`src/rtl/cfg_loader_pkg.sv`:
```
package cfg_loader_pkg;
  localparam int WORD_W   = 22;
  localparam int CTRL_W   = 2;
  localparam int NUM_LAT  = 1 << CTRL_W;
  localparam int PAY_W    = WORD_W - CTRL_W;

  localparam int R_W      = 14;
  localparam int ROPT_W   = 6;
  localparam int A_W      = 6;
  localparam int B_W      = 11;
  localparam int ABOPT_W  = 2;

  // field offsets inside the payload (word bit minus CTRL_W)
  localparam int R_LSB     = 0;
  localparam int ROPT_LSB  = R_LSB + R_W;
  localparam int A_LSB     = 0;
  localparam int B_LSB     = A_LSB + A_W;
  localparam int ABOPT_LSB = B_LSB + B_W;

  typedef enum logic [CTRL_W-1:0] {
    SEL_CH2_REF = 2'b00,
    SEL_CH2_CNT = 2'b01,
    SEL_CH1_REF = 2'b10,
    SEL_CH1_CNT = 2'b11
  } latch_sel_e;

  typedef logic [PAY_W-1:0] payload_t;
endpackage

```
`src/rtl/cfg_sync_edge.sv`:
```
module cfg_sync_edge #(
  parameter int STAGES = 2
) (
  input  logic clk,
  input  logic rst_n,
  input  logic async_in,
  output logic level_out,
  output logic rise_out
);
  logic [STAGES-1:0] chain_q;
  logic              prev_q;

  generate
    for (genvar s = 0; s < STAGES; s++) begin : g_stage
      if (s == 0) begin : g_first
        always_ff @(posedge clk or negedge rst_n) begin
          if (!rst_n) chain_q[s] <= 1'b0;
          else        chain_q[s] <= async_in;
        end
      end else begin : g_next
        always_ff @(posedge clk or negedge rst_n) begin
          if (!rst_n) chain_q[s] <= 1'b0;
          else        chain_q[s] <= chain_q[s-1];
        end
      end
    end
  endgenerate

  always_ff @(posedge clk or negedge rst_n) begin
    if (!rst_n) prev_q <= 1'b0;
    else        prev_q <= chain_q[STAGES-1];
  end

  assign level_out = chain_q[STAGES-1];
  assign rise_out  = chain_q[STAGES-1] & ~prev_q;
endmodule

```
`src/rtl/cfg_shift_reg.sv`:
```
module cfg_shift_reg #(
  parameter int WIDTH = 22
) (
  input  logic             clk,
  input  logic             rst_n,
  input  logic             shift_en,
  input  logic             din,
  output logic [WIDTH-1:0] word
);
  logic [WIDTH-1:0] word_q, word_d;

  always_comb begin
    word_d = word_q;
    if (shift_en) word_d = {word_q[WIDTH-2:0], din};
  end

  always_ff @(posedge clk or negedge rst_n) begin
    if (!rst_n) word_q <= '0;
    else        word_q <= word_d;
  end

  assign word = word_q;
endmodule

```
`src/rtl/cfg_latch_bank.sv`:
```
module cfg_latch_bank
  import cfg_loader_pkg::*;
(
  input  logic                           clk,
  input  logic                           rst_n,
  input  logic                           load_en,
  input  logic [WORD_W-1:0]              word_in,
  output logic [NUM_LAT-1:0][PAY_W-1:0]  lat_q,
  output logic [NUM_LAT-1:0]             stb_q
);
  logic [CTRL_W-1:0]  sel;
  payload_t           payload;
  logic [NUM_LAT-1:0] wr_en;

  assign sel     = word_in[CTRL_W-1:0];
  assign payload = word_in[WORD_W-1:CTRL_W];

  generate
    for (genvar k = 0; k < NUM_LAT; k++) begin : g_lat
      payload_t lat_d;

      assign wr_en[k] = load_en && (sel == k[CTRL_W-1:0]);

      always_comb begin
        lat_d = lat_q[k];
        if (wr_en[k]) lat_d = payload;
      end

      always_ff @(posedge clk or negedge rst_n) begin
        if (!rst_n) lat_q[k] <= '0;
        else        lat_q[k] <= lat_d;
      end
    end
  endgenerate

  always_ff @(posedge clk or negedge rst_n) begin
    if (!rst_n) stb_q <= '0;
    else        stb_q <= wr_en;
  end
endmodule

```
`src/rtl/serial_cfg_loader.sv`:
```
module serial_cfg_loader
  import cfg_loader_pkg::*;
#(
  parameter int SYNC_STAGES = 2
) (
  input  logic               clk,
  input  logic               rst_n,
  input  logic               ser_clk,
  input  logic               ser_data,
  input  logic               ser_le,
  output logic [R_W-1:0]     ch1_r_div,
  output logic [ROPT_W-1:0]  ch1_r_opt,
  output logic [A_W-1:0]     ch1_a_cnt,
  output logic [B_W-1:0]     ch1_b_cnt,
  output logic [ABOPT_W-1:0] ch1_ab_opt,
  output logic [R_W-1:0]     ch2_r_div,
  output logic [ROPT_W-1:0]  ch2_r_opt,
  output logic [A_W-1:0]     ch2_a_cnt,
  output logic [B_W-1:0]     ch2_b_cnt,
  output logic [ABOPT_W-1:0] ch2_ab_opt,
  output logic [NUM_LAT-1:0] upd_stb
);
  localparam int CNT_USED = ABOPT_LSB + ABOPT_W;

  logic [1:0] rst_sync_q;
  logic       rst_core_n;

  always_ff @(posedge clk or negedge rst_n) begin
    if (!rst_n) rst_sync_q <= 2'b00;
    else        rst_sync_q <= {rst_sync_q[0], 1'b1};
  end
  assign rst_core_n = rst_sync_q[1];

  logic sclk_lvl, sclk_rise;
  logic sdat_lvl, sdat_rise_unused;
  logic le_lvl_unused, le_rise;

  cfg_sync_edge #(.STAGES(SYNC_STAGES)) u_sync_clk (
    .clk(clk), .rst_n(rst_core_n), .async_in(ser_clk),
    .level_out(sclk_lvl), .rise_out(sclk_rise));
  cfg_sync_edge #(.STAGES(SYNC_STAGES)) u_sync_dat (
    .clk(clk), .rst_n(rst_core_n), .async_in(ser_data),
    .level_out(sdat_lvl), .rise_out(sdat_rise_unused));
  cfg_sync_edge #(.STAGES(SYNC_STAGES)) u_sync_le (
    .clk(clk), .rst_n(rst_core_n), .async_in(ser_le),
    .level_out(le_lvl_unused), .rise_out(le_rise));

  logic [WORD_W-1:0] shift_word;

  cfg_shift_reg #(.WIDTH(WORD_W)) u_shift (
    .clk(clk), .rst_n(rst_core_n), .shift_en(sclk_rise),
    .din(sdat_lvl), .word(shift_word));

  logic [NUM_LAT-1:0][PAY_W-1:0] lat_q;

  cfg_latch_bank u_bank (
    .clk(clk), .rst_n(rst_core_n), .load_en(le_rise),
    .word_in(shift_word), .lat_q(lat_q), .stb_q(upd_stb));

  payload_t c2r, c2c, c1r, c1c;
  assign c2r = lat_q[SEL_CH2_REF];
  assign c2c = lat_q[SEL_CH2_CNT];
  assign c1r = lat_q[SEL_CH1_REF];
  assign c1c = lat_q[SEL_CH1_CNT];

  assign ch2_r_div  = c2r[R_LSB +: R_W];
  assign ch2_r_opt  = c2r[ROPT_LSB +: ROPT_W];
  assign ch2_a_cnt  = c2c[A_LSB +: A_W];
  assign ch2_b_cnt  = c2c[B_LSB +: B_W];
  assign ch2_ab_opt = c2c[ABOPT_LSB +: ABOPT_W];

  assign ch1_r_div  = c1r[R_LSB +: R_W];
  assign ch1_r_opt  = c1r[ROPT_LSB +: ROPT_W];
  assign ch1_a_cnt  = c1c[A_LSB +: A_W];
  assign ch1_b_cnt  = c1c[B_LSB +: B_W];
  assign ch1_ab_opt = c1c[ABOPT_LSB +: ABOPT_W];

  logic unused_cnt_top;
  assign unused_cnt_top = ^{c2c[PAY_W-1:CNT_USED], c1c[PAY_W-1:CNT_USED], sclk_lvl};
endmodule

```
`config.mk`:
```
export PLATFORM = sky130hd
export DESIGN_NAME = serial_cfg_loader
export DESIGN_NICKNAME = d
export VERILOG_FILES = /design/src/rtl/cfg_loader_pkg.sv /design/src/rtl/cfg_sync_edge.sv /design/src/rtl/cfg_shift_reg.sv /design/src/rtl/cfg_latch_bank.sv /design/src/rtl/serial_cfg_loader.sv
export SDC_FILE = /design/constraint.sdc
export NUM_CORES = 1
export LEC_CHECK = 0
export BUFFER_PORTS_ARGS = -buffer_cell sky130_fd_sc_hd__buf_2
export CORE_MARGIN = 4
export CORE_UTILIZATION = 49
export CTS_BUF_LIST = sky130_fd_sc_hd__clkbuf_8
export DETAILED_ROUTE_END_ITERATION = 10
export GPL_TIMING_DRIVEN = 1
export PLACE_DENSITY = 0.77
export SYNTH_ARGS = -nofsm -noshare
export SYNTH_HDL_FRONTEND = slang
export SYNTH_HIERARCHICAL = 1
export SYNTH_SLANG_ARGS = --single-unit
```
`constraint.sdc`:
```
create_clock -name clk -period 3.7 [get_ports clk]
set_input_delay 0.74 -clock clk [delete_from_list [all_inputs] [get_ports clk]]
set_output_delay 0.74 -clock clk [all_outputs]
set_load 0.05 [all_outputs]
```
==> results of run 1 <==
layout make-up:
type	instances	area [sq um]	share of cell area, %
Clock inverter	10	120.1	2.382
Tap cell	105	131.4	2.605
Inverter	3	11.26	0.2233
Timing Repair Buffer	89	452.9	8.980
Multi-Input combinational cell	107	1196	23.72
Sequential cell	114	2856	56.64
Clock buffer	20	275.3	5.458
registers in the layout (all words and copies together) (netlist names):
| signal | flops |
|---|---|
| u_sync_le/level_out | 1 |
| u_sync_dat/chain_q | 1 |
| u_sync_le/chain_q | 1 |
| u_sync_clk/level_out | 1 |
| u_sync_clk/prev_q | 1 |
| rst_sync_q | 2 |
| u_bank/lat_q | 78 |
| u_shift/word | 22 |
| u_sync_dat/level_out | 1 |
| u_bank/stb_q | 4 |
| u_sync_clk/chain_q | 1 |
| u_sync_le/prev_q | 1 |
worst paths after layout:
kind,to
hold reg to reg,u_sync_le/level_out$_DFF_PN0_
hold / removal,rst_sync_q[1]$_DFF_PN0_
max in group asynchronous,u_bank/lat_q[29]$_DFFE_PN0P_
min in group clk,u_sync_le/level_out$_DFF_PN0_
setup reg to reg,u_bank/lat_q[28]$_DFFE_PN0P_
setup / recovery,u_bank/lat_q[28]$_DFFE_PN0P_
power by group through the flow:
stage          combinational (mW)  sequential, mW  clock, mW
5_1_grt                      1.58            1.88       1.22
2_1_floorplan               0.336            2.65          0
6_report                     1.51            1.82       1.14
3_5_place_dp                 1.52            1.85          0
4_1_cts                      1.52            1.83       1.17
3_3_place_gp                 1.50            1.84          0
metal layers:
| metal | part of all wire [%] | global-route usage, % |
|---|---|---|
| met1 | 43 | 20.51 |
| met2 | 50 | 26.22 |
| met3 | 4.6 | 5.400 |
| met4 | 1.7 | 7.248 |
| met5 | 0 | 0 |
layout by cell type, fill, tap and decap left out:
cell type / instances
sky130_fd_sc_hd__buf_2: 86
sky130_fd_sc_hd__buf_4: 3
sky130_fd_sc_hd__bufinv_16: 3
sky130_fd_sc_hd__clkbuf_8: 20
sky130_fd_sc_hd__clkinv_2: 3
sky130_fd_sc_hd__conb_1: 1
sky130_fd_sc_hd__dfrtp_1: 113
sky130_fd_sc_hd__dfrtp_4: 1
sky130_fd_sc_hd__inv_1: 7
sky130_fd_sc_hd__mux2_2: 100
sky130_fd_sc_hd__nand3_1: 1
sky130_fd_sc_hd__nand3b_1: 2
sky130_fd_sc_hd__nor2b_4: 2
sky130_fd_sc_hd__nor3b_4: 1
metrics by stage:
step | cell area, sq um | worst slack, ns | power [mW] | hold WS (ns) | cells
CTS | 5044 | 1.611 | 4.528 | 0.06104 | 448
detailed placement | 4648 | 1.621 | 3.373 | 0.3363 | 418
global placement | 4648 | 1.644 | 3.335 | 0.3315 | 418
global route | 5044 | 1.523 | 4.678 | 0.06522 | 448
finish | 5044 | 1.632 | 4.465 | 0.09797 | 448
floorplan | 4121 | 0.2890 | 2.986 | 0.3312 | 234
worst max-delay path, cell delays in order (launching register included):
cell	delay, ns
sky130_fd_sc_hd__dfrtp_1	0.44
sky130_fd_sc_hd__nand3b_1	0.91
sky130_fd_sc_hd__mux2_2	0.60
==> impl_metrics.json, run 1 <==
{
  "mean_instance_size_in_the_synthesized_netlist_sq_um": 17.61,
  "rr_worst_depth": 2,
  "grt_first_pass_wirelength_um": 12410,
  "synthToLayoutAreaGrowth_pct": 22.37,
  "post_route_cells_drive_above_1_share_pct": 63.85,
  "via_count": 2226,
  "clock.fmax_mhz": 483.6,
  "timing.hold.worst.class": "in -> async",
  "worst_r2r_startpoint": "u_shift/word[1]$_DFFE_PN0P_",
  "power.clock.fraction_pct": 25.5,
  "power.share.switching_pct": 39.55,
  "drt_first_iter_violations": 43,
  "total_switching_power_mw": 1.766,
  "timing.critical_path.required_ns": 3.99,
  "die-width_um": 99.71,
  "cells_after_synth": 234,
  "floorplan.die_area_sq_um": 9942,
  "clkSlewWorstSetupHoldPaths_ns": 0.07,
  "skew_ns": 0.009598,
  "finalWorstPathRequiredPeriod_ns": 2.068,
  "clock_tree_from_tritoncts": "done",
  "grt_overflow": 0,
  "ys_warn_count": 6,
  "crit_start": "u_shift/word[1]$_DFFE_PN0P_",
  "detailed_place_hpwl_um": 4863,
  "setup_slack_of_the_most_critical_reg_to_reg_path_ns": 1.63,
  "critical_path.endpoint_type": "flip-flop",
  "worstSetupStartpointType": "flip-flop",
  "synthesis.nets": 239,
  "final_routed_wirelength_across_all_metal_layers_um": 7362,
  "worst_setup_path_category": "reg -> reg",
  "core_area_sq_um": 8217,
  "final_max_slew_viol_count": 0,
  "max-clock-path-buffers": 2,
  "number_of_placement_rows": 33,
  "design.final.nets": 337,
  "slew_headroom_pct": 21.29,
  "leakage_power_summed_over_all_cells_nw": 2.724,
  "average_detailed_routed_wire_length_per_instance_um": 16.43,
  "die_y_um": 99.71,
  "cts_repair_resize_count": 0,
  "finalSetupViolCount": 0,
  "initial_core_util_pct": 50.16,
  "drv_cap": 0,
  "power.share.combinational_pct": 33.7,
  "cp.arrival_ns": 2.35,
  "place.port_buffers": 86,
  "htree_levels": 4,
  "internal_power_mw": 2.699,
  "clk_latency_ns": 0.41,
  "cts_num_sinks": 114,
  "max-vdd-ir-drop_uv": 514.1,
  "syn-cell-area_sq_um": 4121,
  "clock_tree.root_cell": "sky130_fd_sc_hd__clkbuf_8",
  "floorplan.io_pins": 87,
  "post-route-drc-count": 0,
  "grt_pass1_vias": 2407,
  "tightest_slew_ns": 1.177,
  "count_of_antenna_violating_nets_left_after_detailed_routing": 0,
  "track_usage_pct": 16.43,
  "tns_ns": 0,
  "grt_antenna_before_repair": 0,
  "post-route-period-util_pct": 55.89,
  "final_core_utilization_pct": 61.38,
  "outcome": "finished clean",
  "antenna_cells_inserted": 0,
  "n_fill_cell": 651,
  "power.share.sequential_pct": 40.8,
  "grt_start_max_net_pins": 86,
  "finalWeightedCongestion": 0.7114,
  "router_iterations_before_antenna_repair": 4,
  "number_of_buffers_added_by_the_clock_tree_synthesis_step": 17,
  "cts-hold-fix-buffers": 0,
  "pwr_density_cell_nw_per_um2": 885.3,
  "post_cts.repair.setup_buffers": 0,
  "critical_path.max_fanout": 20,
  "detail_route.vias_per_cell": 4.969,
  "finalHoldViolCount": 0,
  "unrepaired_setup_endpoints_after_global_routing": "false"
}
Power figures use the tool's default switching activity.
==> run 2, diff against run 1 <==
PLACE_DENSITY = 0.75   (was 0.77)
clock period = 2 ns   (was 3.7 ns; I/O delays follow)
==> run 2 against run 1 <==
  * Power up 88%
  * Core utilization rose by 1.3 points
  * Combinational power rose by 88%
  * Critical path depth increased by 2
==> impl_metrics.json, run 2 (same netlist as run 1, synthesis figures left out) <==
{
  "outcome": "finished clean",
  "unrepaired_setup_endpoints_after_global_routing": "false",
  "pwr_density_cell_nw_per_um2": 1631,
  "clkSlewWorstSetupHoldPaths_ns": 0.07,
  "placement.cell_area_sq_um": 4726,
  "final_max_slew_viol_count": 0,
  "track_usage_pct": 17.19,
  "power.clock.fraction_pct": 26.2,
  "floorplan.die_area_sq_um": 9942,
  "layout.cells.most_common": "sky130_fd_sc_hd__dfrtp_1",
  "place.port_buffers": 86,
  "slew_headroom_pct": 64.85,
  "max-vdd-ir-drop_uv": 925.5,
  "final_cell_mix": "sky130_fd_sc_hd__dfrtp_1, sky130_fd_sc_hd__mux2_2, sky130_fd_sc_hd__buf_2",
  "worst_setup_path_category": "reg -> reg",
  "setup_slack_of_the_most_critical_reg_to_reg_path_ns": 0.48,
  "post-route-drc-count": 0,
  "grt_pass1_vias": 2431,
  "final_routed_wirelength_across_all_metal_layers_um": 7837,
  "cp.arrival_ns": 1.82,
  "worst_r2r_startpoint": "u_sync_le/level_out$_DFF_PN0_",
  "antenna_cells_inserted": 0,
  "critical-path-max-stage-delay_ns": 0.38,
  "detail_route.vias_per_cell": 4.985,
  "average_detailed_routed_wire_length_per_instance_um": 17.11,
  "count_of_antenna_violating_nets_left_after_detailed_routing": 0,
  "final_cell_area_sq_um": 5150,
  "crit_chain": "nor2b_4, nand3b_1, buf_4, mux2_2",
  "total_switching_power_mw": 3.373,
  "cp.buffers_inverters": 1,
  "critical-path-slowest-cell": "sky130_fd_sc_hd__dfrtp_1",
  "rr_worst_depth": 4,
  "dr.max_layer_used": "met4",
  "number_of_placement_rows": 33,
  "die-width_um": 99.71,
  "grt_first_pass_wirelength_um": 12930,
  "top_register": "u_bank/lat_q",
  "clock_tree_from_tritoncts": "done",
  "drv_cap": 0,
  "detailed_place_hpwl_um": 5252,
  "tns_ns": 0,
  "drt_first_iter_violations": 60,
  "report.power.total_mw": 8.400,
  "n_fill_cell": 634,
  "post-route-period-util_pct": 76.11,
  "router_iterations_before_antenna_repair": 3,
  "post_cts.repair.setup_buffers": 0,
  "tightest_slew_ns": 0.5272,
  "clock.fmax_mhz": 657.0,
  "cts_repair_resize_count": 0,
  "register_area_sq_um": 2856,
  "initial_core_util_pct": 50.16,
  "route.met2.wl_um": 4086,
  "whs_path_depth": 1,
  "via_count": 2283,
  "finalWorstPathRequiredPeriod_ns": 1.522,
  "met3WireLength_um": 336,
  "grt_antenna_before_repair": 0,
  "critical_path.max_fanout": 8,
  "hold_path.startpoint": "ser_clk",
  "leakage_power_summed_over_all_cells_nw": 2.774,
  "synthToLayoutAreaGrowth_pct": 24.95,
  "worstSetupStartpointType": "flip-flop",
  "multi_input_area_sq_um": 1196,
  "critical_path.endpoint_type": "flip-flop",
  "final_setup_slack_of_the_worst_path_ns": 0.4779,
  "regToRegEndpoint": "u_bank/lat_q[57]$_DFFE_PN0P_",
  "internal_power_mw": 5.028,
  "core_area_sq_um": 8217,
  "clk_latency_ns": 0.42,
  "post_route_cells_drive_above_1_share_pct": 65.16,
  "design.final.nets": 345,
  "finalHoldViolCount": 0,
  "cts-hold-fix-buffers": 1,
  "timing.hold.worst.class": "in -> reg",
  "worstHoldEndpoint": "u_sync_clk/chain_q[0]$_DFF_PN0_",
  "die_y_um": 99.71,
  "m1WireLength_um": 3282,
  "power.share.switching_pct": 40.15,
  "finalWeightedCongestion": 0.7265,
  "power.share.sequential_pct": 40.1,
  "finalSetupViolCount": 0,
  "whs_ns": 0.08551,
  "max-clock-path-buffers": 2,
  "skew_ns": 0.009987,
  "clock_tree.root_cell": "sky130_fd_sc_hd__clkbuf_8",
  "timing.critical_path.required_ns": 2.30,
  "cts_num_sinks": 114,
  "power.share.combinational_pct": 33.7,
  "number_of_buffers_added_by_the_clock_tree_synthesis_step": 17,
  "detailedPlace.worstSlack_ns": 0.4740,
  "floorplan.io_pins": 87,
  "htree_levels": 4,
  "grt_start_max_net_pins": 40,
  "critical-path-top-delay-family": "simple AND/OR/NAND/NOR gates",
  "grt_overflow": 0,
  "largest_register_ff_count": 78
}
==> run 2: cell count changes in the layout (fill, tap and decap cells not counted), sizes merged <==
cell,before,now
buf,89,96
clkinv,3,6
inv,7,5
clkinvlp,0,1
dlygate4sd3,0,1
==> run 2: per-layer routing <==
layer  vias to the layer above  GRT usage [%]
met4                         0          7.563
met5                         -              0
met2                        49          28.12
met1                      1181          21.17
li1                       1040              -
met3                        13          5.119
==> run 2: through the flow <==
stage	std cells	utilization, %
2_1_floorplan	234	-
3_3_place_gp	425	57.51
3_5_place_dp	425	57.51
4_1_cts	458	62.68
5_1_grt	458	62.68
6_report	458	62.68
==> run 2: layout make-up <==
type | instances | area share (%)
inverters | 3 | 0.2187
repair buffers | 97 | 10.50
clock inverters | 12 | 2.697
multi-input cells | 107 | 23.23
well taps | 105 | 2.551
flip-flops and latches | 114 | 55.47
clock buffers | 20 | 5.345
==> run 2: how the worst max path moves through the flow <==
stage | startpoint | end | slack, ns | depth (start not counted)
global placement | u_sync_le/prev_q$_DFF_PN0_ | u_bank/lat_q[16]$_DFFE_PN0P_ | 0.49 | 4
floorplan | rst_sync_q[1]$_DFF_PN0_ | u_bank/lat_q[0]$_DFFE_PN0P_ | 0.09 | 0
CTS | u_sync_le/prev_q$_DFF_PN0_ | u_bank/lat_q[14]$_DFFE_PN0P_ | 0.47 | 4
finish | u_sync_le/level_out$_DFF_PN0_ | u_bank/lat_q[57]$_DFFE_PN0P_ | 0.48 | 4
global route | u_sync_le/level_out$_DFF_PN0_ | u_bank/lat_q[19]$_DFFE_PN0P_ | 0.42 | 4
detailed placement | u_sync_le/prev_q$_DFF_PN0_ | u_bank/lat_q[12]$_DFFE_PN0P_ | 0.47 | 4
==> run 2: worst reg2reg max path, stage by stage, from the launching register on <==
cell	delay, ns
sky130_fd_sc_hd__dfrtp_1	0.38
sky130_fd_sc_hd__nor2b_4	0.14
sky130_fd_sc_hd__nand3b_1	0.28
sky130_fd_sc_hd__buf_4	0.25
sky130_fd_sc_hd__mux2_2	0.35
==> run 2: power groups by stage <==
stage               Combinational [mW]  Clock [mW]  Sequential [mW]
floorplan                        0.621           0             4.90
global placement                  2.82           0             3.40
detailed placement                2.86           0             3.42
CTS                               2.86        2.25             3.38
global route                      2.96        2.35             3.46
finish                            2.84        2.20             3.37
